--- config.mk ---
export PLATFORM = sky130hd
export DESIGN_NAME = pagemap_tlb
export DESIGN_NICKNAME = d
export VERILOG_FILES = /design/src/rtl/xlt_pkg.sv /design/src/rtl/tlb_match.sv /design/src/rtl/tlb_victim.sv /design/src/rtl/tlb_sel_mux.sv /design/src/rtl/pagemap_tlb.sv
export SDC_FILE = /design/constraint.sdc
export NUM_CORES = 2
export LEC_CHECK = 0
export BUFFER_PORTS_ARGS = -buffer_cell sky130_fd_sc_hd__buf_2
export CAP_MARGIN = 20
export CORE_MARGIN = 4
export CORE_UTILIZATION = 60
export CTS_BUF_LIST = sky130_fd_sc_hd__clkbuf_16
export CTS_CLUSTER_SIZE = 28
export DETAILED_ROUTE_END_ITERATION = 12
export MAX_ROUTING_LAYER = met4
export PLACE_DENSITY = 0.81
export SETUP_SLACK_MARGIN = 0.02
export SLEW_MARGIN = 10
export SYNTH_ARGS = -nofsm -noshare
export SYNTH_HDL_FRONTEND = slang
export SYNTH_SLANG_ARGS = --single-unit
--- constraint.sdc ---
create_clock -name clk -period 9 [get_ports clk]
set_input_delay 0 -clock clk [delete_from_list [all_inputs] [get_ports clk]]
set_output_delay 0 -clock clk [all_outputs]
set_load 0.02 [all_outputs]
--- src/rtl/xlt_pkg.sv ---
package xlt_pkg;

  typedef enum logic {
    ACC_READ  = 1'b0,
    ACC_WRITE = 1'b1
  } acc_e;

  // Galois feedback masks for maximal-length LFSRs, 2 to 8 bits
  function automatic logic [7:0] lfsr_taps(input int w);
    case (w)
      2:       return 8'b0000_0011;
      3:       return 8'b0000_0110;
      4:       return 8'b0000_1100;
      5:       return 8'b0001_0100;
      6:       return 8'b0011_0000;
      7:       return 8'b0110_0000;
      8:       return 8'b1011_1000;
      default: return 8'b0000_0000;
    endcase
  endfunction

endpackage

--- src/rtl/tlb_match.sv ---
module tlb_match #(
  parameter int N     = 32,
  parameter int TAG_W = 30
) (
  input  logic                      clk,
  input  logic                      rst,
  input  logic [TAG_W-1:0]          key,
  input  logic [N-1:0][TAG_W-1:0]   tags,
  input  logic [N-1:0]              valid,
  output logic [N-1:0]              hits
);

  genvar g;
  generate
    for (g = 0; g < N; g++) begin : g_cmp
      assign hits[g] = valid[g] && (tags[g] == key);
    end
  endgenerate

  // a tag is never resident in two slots
  dup_free_chk: assert property (@(posedge clk) disable iff (rst) $onehot0(hits));

endmodule

--- src/rtl/tlb_victim.sv ---
module tlb_victim #(
  parameter int N     = 32,
  parameter int IDX_W = $clog2(N)
) (
  input  logic             clk,
  input  logic             rst,
  input  logic [N-1:0]     free,
  input  logic [N-1:0]     dup,
  output logic [IDX_W-1:0] pick
);

  localparam logic [IDX_W-1:0] TAPS = IDX_W'(xlt_pkg::lfsr_taps(IDX_W));

  logic [IDX_W-1:0] lfsr;
  logic [IDX_W-1:0] dup_idx;
  logic [IDX_W-1:0] free_idx;
  logic             have_free;

  always_ff @(posedge clk) begin
    if (rst) lfsr <= IDX_W'(1);
    else     lfsr <= (lfsr >> 1) ^ (lfsr[0] ? TAPS : '0);
  end

  always_comb begin
    dup_idx   = '0;
    free_idx  = '0;
    have_free = 1'b0;
    for (int i = 0; i < N; i++)
      if (dup[i]) dup_idx = IDX_W'(i);
    for (int i = N - 1; i >= 0; i--)
      if (free[i]) begin
        free_idx  = IDX_W'(i);
        have_free = 1'b1;
      end
    if (|dup)          pick = dup_idx;
    else if (have_free) pick = free_idx;
    else               pick = lfsr;
  end

  // with no matching tag and a free slot, the pick is free
  free_pick_chk: assert property (@(posedge clk) disable iff (rst)
    (!(|dup) && (|free)) |-> free[pick]);

  // the random source never locks up at zero
  lfsr_live_chk: assert property (@(posedge clk) disable iff (rst) lfsr != '0);

endmodule

--- src/rtl/tlb_sel_mux.sv ---
module tlb_sel_mux #(
  parameter int N = 32,
  parameter int W = 25
) (
  input  logic [N-1:0]        sel,
  input  logic [N-1:0][W-1:0] data,
  output logic [W-1:0]        out
);

  always_comb begin
    out = '0;
    for (int i = 0; i < N; i++)
      if (sel[i]) out = out | data[i];
  end

endmodule

--- src/rtl/pagemap_tlb.sv ---
module pagemap_tlb #(
  parameter int ENTRIES = 32,
  parameter int VA_W    = 43,
  parameter int OFF_W   = 13,
  parameter int PFN_W   = 21,
  parameter int LVL_W   = 2
) (
  input  logic                    clk,
  input  logic                    rst,
  input  logic                    lk_valid,
  input  logic [VA_W-1:0]         lk_vaddr,
  input  logic                    lk_write,
  input  logic [LVL_W-1:0]        lk_priv,
  input  logic                    fill_en,
  input  logic [VA_W-OFF_W-1:0]   fill_vpn,
  input  logic [PFN_W-1:0]        fill_pfn,
  input  logic [LVL_W-1:0]        fill_rd_lvl,
  input  logic [LVL_W-1:0]        fill_wr_lvl,
  input  logic                    flush,
  output logic                    rsp_valid,
  output logic                    rsp_hit,
  output logic [PFN_W+OFF_W-1:0]  rsp_paddr,
  output logic                    rsp_fault
);

  localparam int TAG_W = VA_W - OFF_W;
  localparam int PA_W  = PFN_W + OFF_W;
  localparam int PAY_W = PFN_W + 2 * LVL_W;
  localparam int IDX_W = $clog2(ENTRIES);

  logic [ENTRIES-1:0]              ent_valid;
  logic [ENTRIES-1:0][TAG_W-1:0]   ent_tag;
  logic [ENTRIES-1:0][PAY_W-1:0]   ent_pay;

  logic [TAG_W-1:0]   lk_tag;
  logic [ENTRIES-1:0] lk_hits;
  logic [ENTRIES-1:0] fill_hits;
  logic [IDX_W-1:0]   fill_slot;
  logic [PAY_W-1:0]   sel_pay;
  logic [PFN_W-1:0]   sel_pfn;
  logic [LVL_W-1:0]   sel_rd;
  logic [LVL_W-1:0]   sel_wr;
  logic [LVL_W-1:0]   need_lvl;
  logic               any_hit;
  xlt_pkg::acc_e      acc;

  assign lk_tag = lk_vaddr[VA_W-1:OFF_W];
  assign acc    = xlt_pkg::acc_e'(lk_write);

  tlb_match #(.N(ENTRIES), .TAG_W(TAG_W)) u_lk_match (
    .clk(clk), .rst(rst), .key(lk_tag), .tags(ent_tag),
    .valid(ent_valid), .hits(lk_hits)
  );

  tlb_match #(.N(ENTRIES), .TAG_W(TAG_W)) u_fill_match (
    .clk(clk), .rst(rst), .key(fill_vpn), .tags(ent_tag),
    .valid(ent_valid), .hits(fill_hits)
  );

  tlb_victim #(.N(ENTRIES), .IDX_W(IDX_W)) u_victim (
    .clk(clk), .rst(rst), .free(~ent_valid), .dup(fill_hits), .pick(fill_slot)
  );

  tlb_sel_mux #(.N(ENTRIES), .W(PAY_W)) u_mux (
    .sel(lk_hits), .data(ent_pay), .out(sel_pay)
  );

  assign {sel_pfn, sel_rd, sel_wr} = sel_pay;
  assign any_hit  = |lk_hits;
  assign need_lvl = (acc == xlt_pkg::ACC_WRITE) ? sel_wr : sel_rd;

  // slot storage: only the valid bits are reset
  always_ff @(posedge clk) begin
    if (rst)
      ent_valid <= '0;
    else if (flush)
      ent_valid <= '0;
    else if (fill_en)
      ent_valid[fill_slot] <= 1'b1;
  end

  always_ff @(posedge clk) begin
    if (fill_en && !flush) begin
      ent_tag[fill_slot] <= fill_vpn;
      ent_pay[fill_slot] <= {fill_pfn, fill_rd_lvl, fill_wr_lvl};
    end
  end

  // registered response
  always_ff @(posedge clk) begin
    if (rst) begin
      rsp_valid <= 1'b0;
      rsp_hit   <= 1'b0;
      rsp_fault <= 1'b0;
      rsp_paddr <= '0;
    end else begin
      rsp_valid <= lk_valid;
      rsp_hit   <= lk_valid && any_hit;
      rsp_fault <= lk_valid && any_hit && (lk_priv < need_lvl);
      rsp_paddr <= (lk_valid && any_hit) ?
                   PA_W'({sel_pfn, lk_vaddr[OFF_W-1:0]}) : '0;
    end
  end


  flush_clear_chk: assert property (@(posedge clk) disable iff (rst)
    flush |=> (ent_valid == '0));


  fault_hit_chk: assert property (@(posedge clk) disable iff (rst)
    rsp_fault |-> rsp_hit);


  miss_zero_chk: assert property (@(posedge clk) disable iff (rst)
    (rsp_valid && !rsp_hit) |-> (rsp_paddr == '0 && !rsp_fault));


  offset_pass_chk: assert property (@(posedge clk) disable iff (rst)
    rsp_hit |-> (rsp_paddr[OFF_W-1:0] == $past(lk_vaddr[OFF_W-1:0])));


  idle_quiet_chk: assert property (@(posedge clk) disable iff (rst)
    !$past(lk_valid) |-> (!rsp_valid && !rsp_hit));

endmodule

==> impl_metrics.tcl <==
set metrics [dict create \
    crit_path_end_kind "register" \
    dp_hpwl_mm 182.6 \
    hp-class "in -> reg" \
    r2r_cells 10 \
    slew_headroom_pct 16.20 \
    grt_overflow 0 \
    utilization_pct 67.83 \
    met2_length_mm 137.8 \
    io_pins 143 \
    htree_num_levels 4 \
    peakVddDrop_uv 279.2 \
    route.met3.wl_mm 43.98 \
    max_freq_mhz 180.2 \
    ant_nets 0 \
    fin_worst_skew_ns 0.03997 \
    r2r_slack_ns 3.72 \
    synth_top_area_share_pct 61.89 \
    worst_pin_slew_ns 1.257 \
    row_count 138 \
    cts_tree "done" \
    clk_pin_slew_ns 0.06 \
    leakagePower_nw 29.08 \
    start_util_pct 60.38 \
    status "complete, no violations" \
    synth_xor_area_share_pct 19.63 \
    nFillCells 9510 \
    grt_first_pass_wirelength_mm 434.7 \
    hold_viol_final 0 \
    mostFrequentLayoutCells "1760 x edfxtp_1, 1550 x xnor2_1, 623 x nand4_1" \
    path_cells "dlygate4sd3_1 > buf_4 > buf_4 > xnor2_1 > nand4_1 > nor4_1 > a221oi_1 > o2111a_1 > o221a_2 > or3b_1 > a21o_1 > nor3_2 > buf_4" \
    reg2reg_from "ent_tag[135]" \
    die-area_um2 148400 \
    synth_nets 6068 \
    post_cts_buffers 0 \
    rr_endpoint "ent_pay[606]" \
    holdCritStartpoint "rst" \
    synth-compound-area-share_pct 4.852 \
    final_area_um2 95920 \
    syn2layout_area_growth_pct 12.33 \
    core-area_um2 141400 \
    synthCells 5961 \
    clock-sinks 1834 \
    avgSynthCellArea_um2 14.32 \
    dp_slack_ns 3.119 \
    final-setup-viol-count 0 \
    slowest_delay_ns 0.87 \
    netlist_area_um2 85390 \
    muxShareOfSynthArea_pct 0.01172 \
    drv_slew 0 \
    hold_end "u_victim.lfsr[2]" \
    critPathArrivalTime_ns 6.00 \
    synth-async-reset-ratio_pct 0 \
    drc 0 \
    yosys_warnings 0 \
    synth_cell_type_count 72 \
    num_vias 59533 \
    synth_seq_area_share_pct 63.63 \
    drt-total-wl_mm 314.3 \
    crit_slowest_cell "buf_4" \
    layout_commonest_cell "edfxtp_1" \
    grt_max_degree 65 \
    yosys_register_bits 1834 \
    critPathKind "in -> reg" \
    cts_root_buf "clkbuf_16" \
    cts_buffers 184 \
    synth_fa_ha_area_share_pct 0.01465 \
    nets 6343 \
    die_x_um 385.2 \
    path_common_cell "buf_4" \
    synth_top_cells_by_area "edfxtp_1 62%, xnor2_1 16%, nand4_1 4.6%, xor2_1 3.7%, dfxtp_1 1.7%" \
    top_layer "met4" \
    synth_ff_type "edfxtp_1" \
    firstDrtPassIters 8 \
    hold_slack_ns 0.1612 \
    cts_buffer_depth 3 \
    grt_pass1_vias 57978 \
    placed_area_um2 88740 \
    wl_met1_mm 107.7 \
    whs_path_depth 3 \
    worstSkewPairLatency_ns 0.85 \
    required_ns 9.45 \
    routedWlPerCell_um 37.93 \
    fin_cells 8287 \
    cap_violations 0 \
    place_inst 7835 \
    start_kind "primary input" \
    layout-drive-gt1-share_pct 10.78 \
    port_buffers 142 \
    ctsHoldBuffers 102 \
    die_height_um 385.2 \
    timing.final.ws_setup_ns 3.452 \
    place.gp.congestion 1.037 \
    antenna_found_initial 5 \
    synth_edf_count 1760 \
    timing.final.crit_period_ns 5.548 \
    fin_setup_tns_ns 0 \
    cts-resized-gates 0 \
    rsz0062_at_grt "false" \
    grt_usage_pct 43.04 \
    power.density_nw_per_um2 192.8 \
    finalPower_mw 18.50 \
    synth_simple_gate_area_share_pct 9.756 \
    synth_top_family_by_area "XOR/XNOR gates" \
    via_per_inst 7.184 \
    cp_max_fo 55 \
    finalCritPeriodShare_pct 61.64 \
    initialDrtViolationCount 9679 \
    yosysTopAreaCell "edfxtp_1" \
]
metal layers:
metal	track usage [%]	vias up
li1	-	23414
met1	54.38	29129
met2	63.47	5560
met3	10.29	1430
met4	26.03	0
met5	-	-
logic make-up after synthesis:
kind of cell	count (synthesis)
AO/OA/AOI/OAI	510
XOR/XNOR	1910
adder cells (fa/ha/maj)	1
buffers and inverters	348
flip-flops	1834
multiplexers	1
AND/OR/NAND/NOR	1357
power breakdown:
| group | leakage, nW | total (mW) | switching (mW) | internal (mW) |
|---|---|---|---|---|
| Combinational | 9.56 | 1.28 | 0.903 | 0.382 |
| Sequential | 16.4 | 9.37 | 0.0117 | 9.36 |
| Clock | 3.09 | 7.84 | 3.48 | 4.35 |
Yosys cell counts (all sizes together) (3+ instances only):
library cell  number
a2111oi           12
a21boi             4
a21oi              6
a221o              4
a221oi           100
a222oi            19
a22o              99
a22oi            165
a31oi             24
and2               9
and3              21
and4               7
buf              249
clkbuf            82
dfxtp             74
edfxtp          1760
inv               17
nand2            111
nand2b            25
nand3            119
nand3b             5
nand4            623
nand4b            13
nor2              16
nor2b              9
nor3              63
nor3b             21
nor4             206
nor4b             45
o211ai             3
o21ai             16
o31ai             28
o32ai              6
or2               21
or3                3
or4               35
xnor2           1554
xor2             356
sequential cells by signal, summed over array words and instances, names as in the netlist:
register and count:
ent_tag 960, ent_valid 32, rsp_fault 1, rsp_valid 1, rsp_hit 1, ent_pay 800, rsp_paddr 34, u_victim.lfsr 5
how the worst max path moves through the flow:
| stage | from | end |
|---|---|---|
| detailed placement | fill_vpn[9] | ent_pay[675] |
| global placement | fill_vpn[9] | ent_pay[778] |
| finish | fill_vpn[3] | ent_pay[606] |
| floorplan | ent_tag[90] | ent_pay[25] |
| CTS | fill_vpn[9] | ent_tag[839] |
| global route | fill_vpn[3] | ent_tag[728] |
layout make-up:
cell class	count	area [um2]	area share, %
multi-input combinational	3779	29650	30.91
sequential	1834	54330	56.64
inverter	17	63.81	0.06653
clock inverter	154	1451	1.513
antenna	6	15.01	0.01565
tap	1890	2365	2.465
clock buffer	187	4679	4.879
timing repair buffer	420	3361	3.504
critical path: cells and delay by family:
kind            cells  cell delay [ns]
compound gates      4             1.57
buf+inv             4             2.51
xor+xnor            1             0.21
simple gates        4             1.59
No activity file was read; power rests on OpenSTA's default activity.
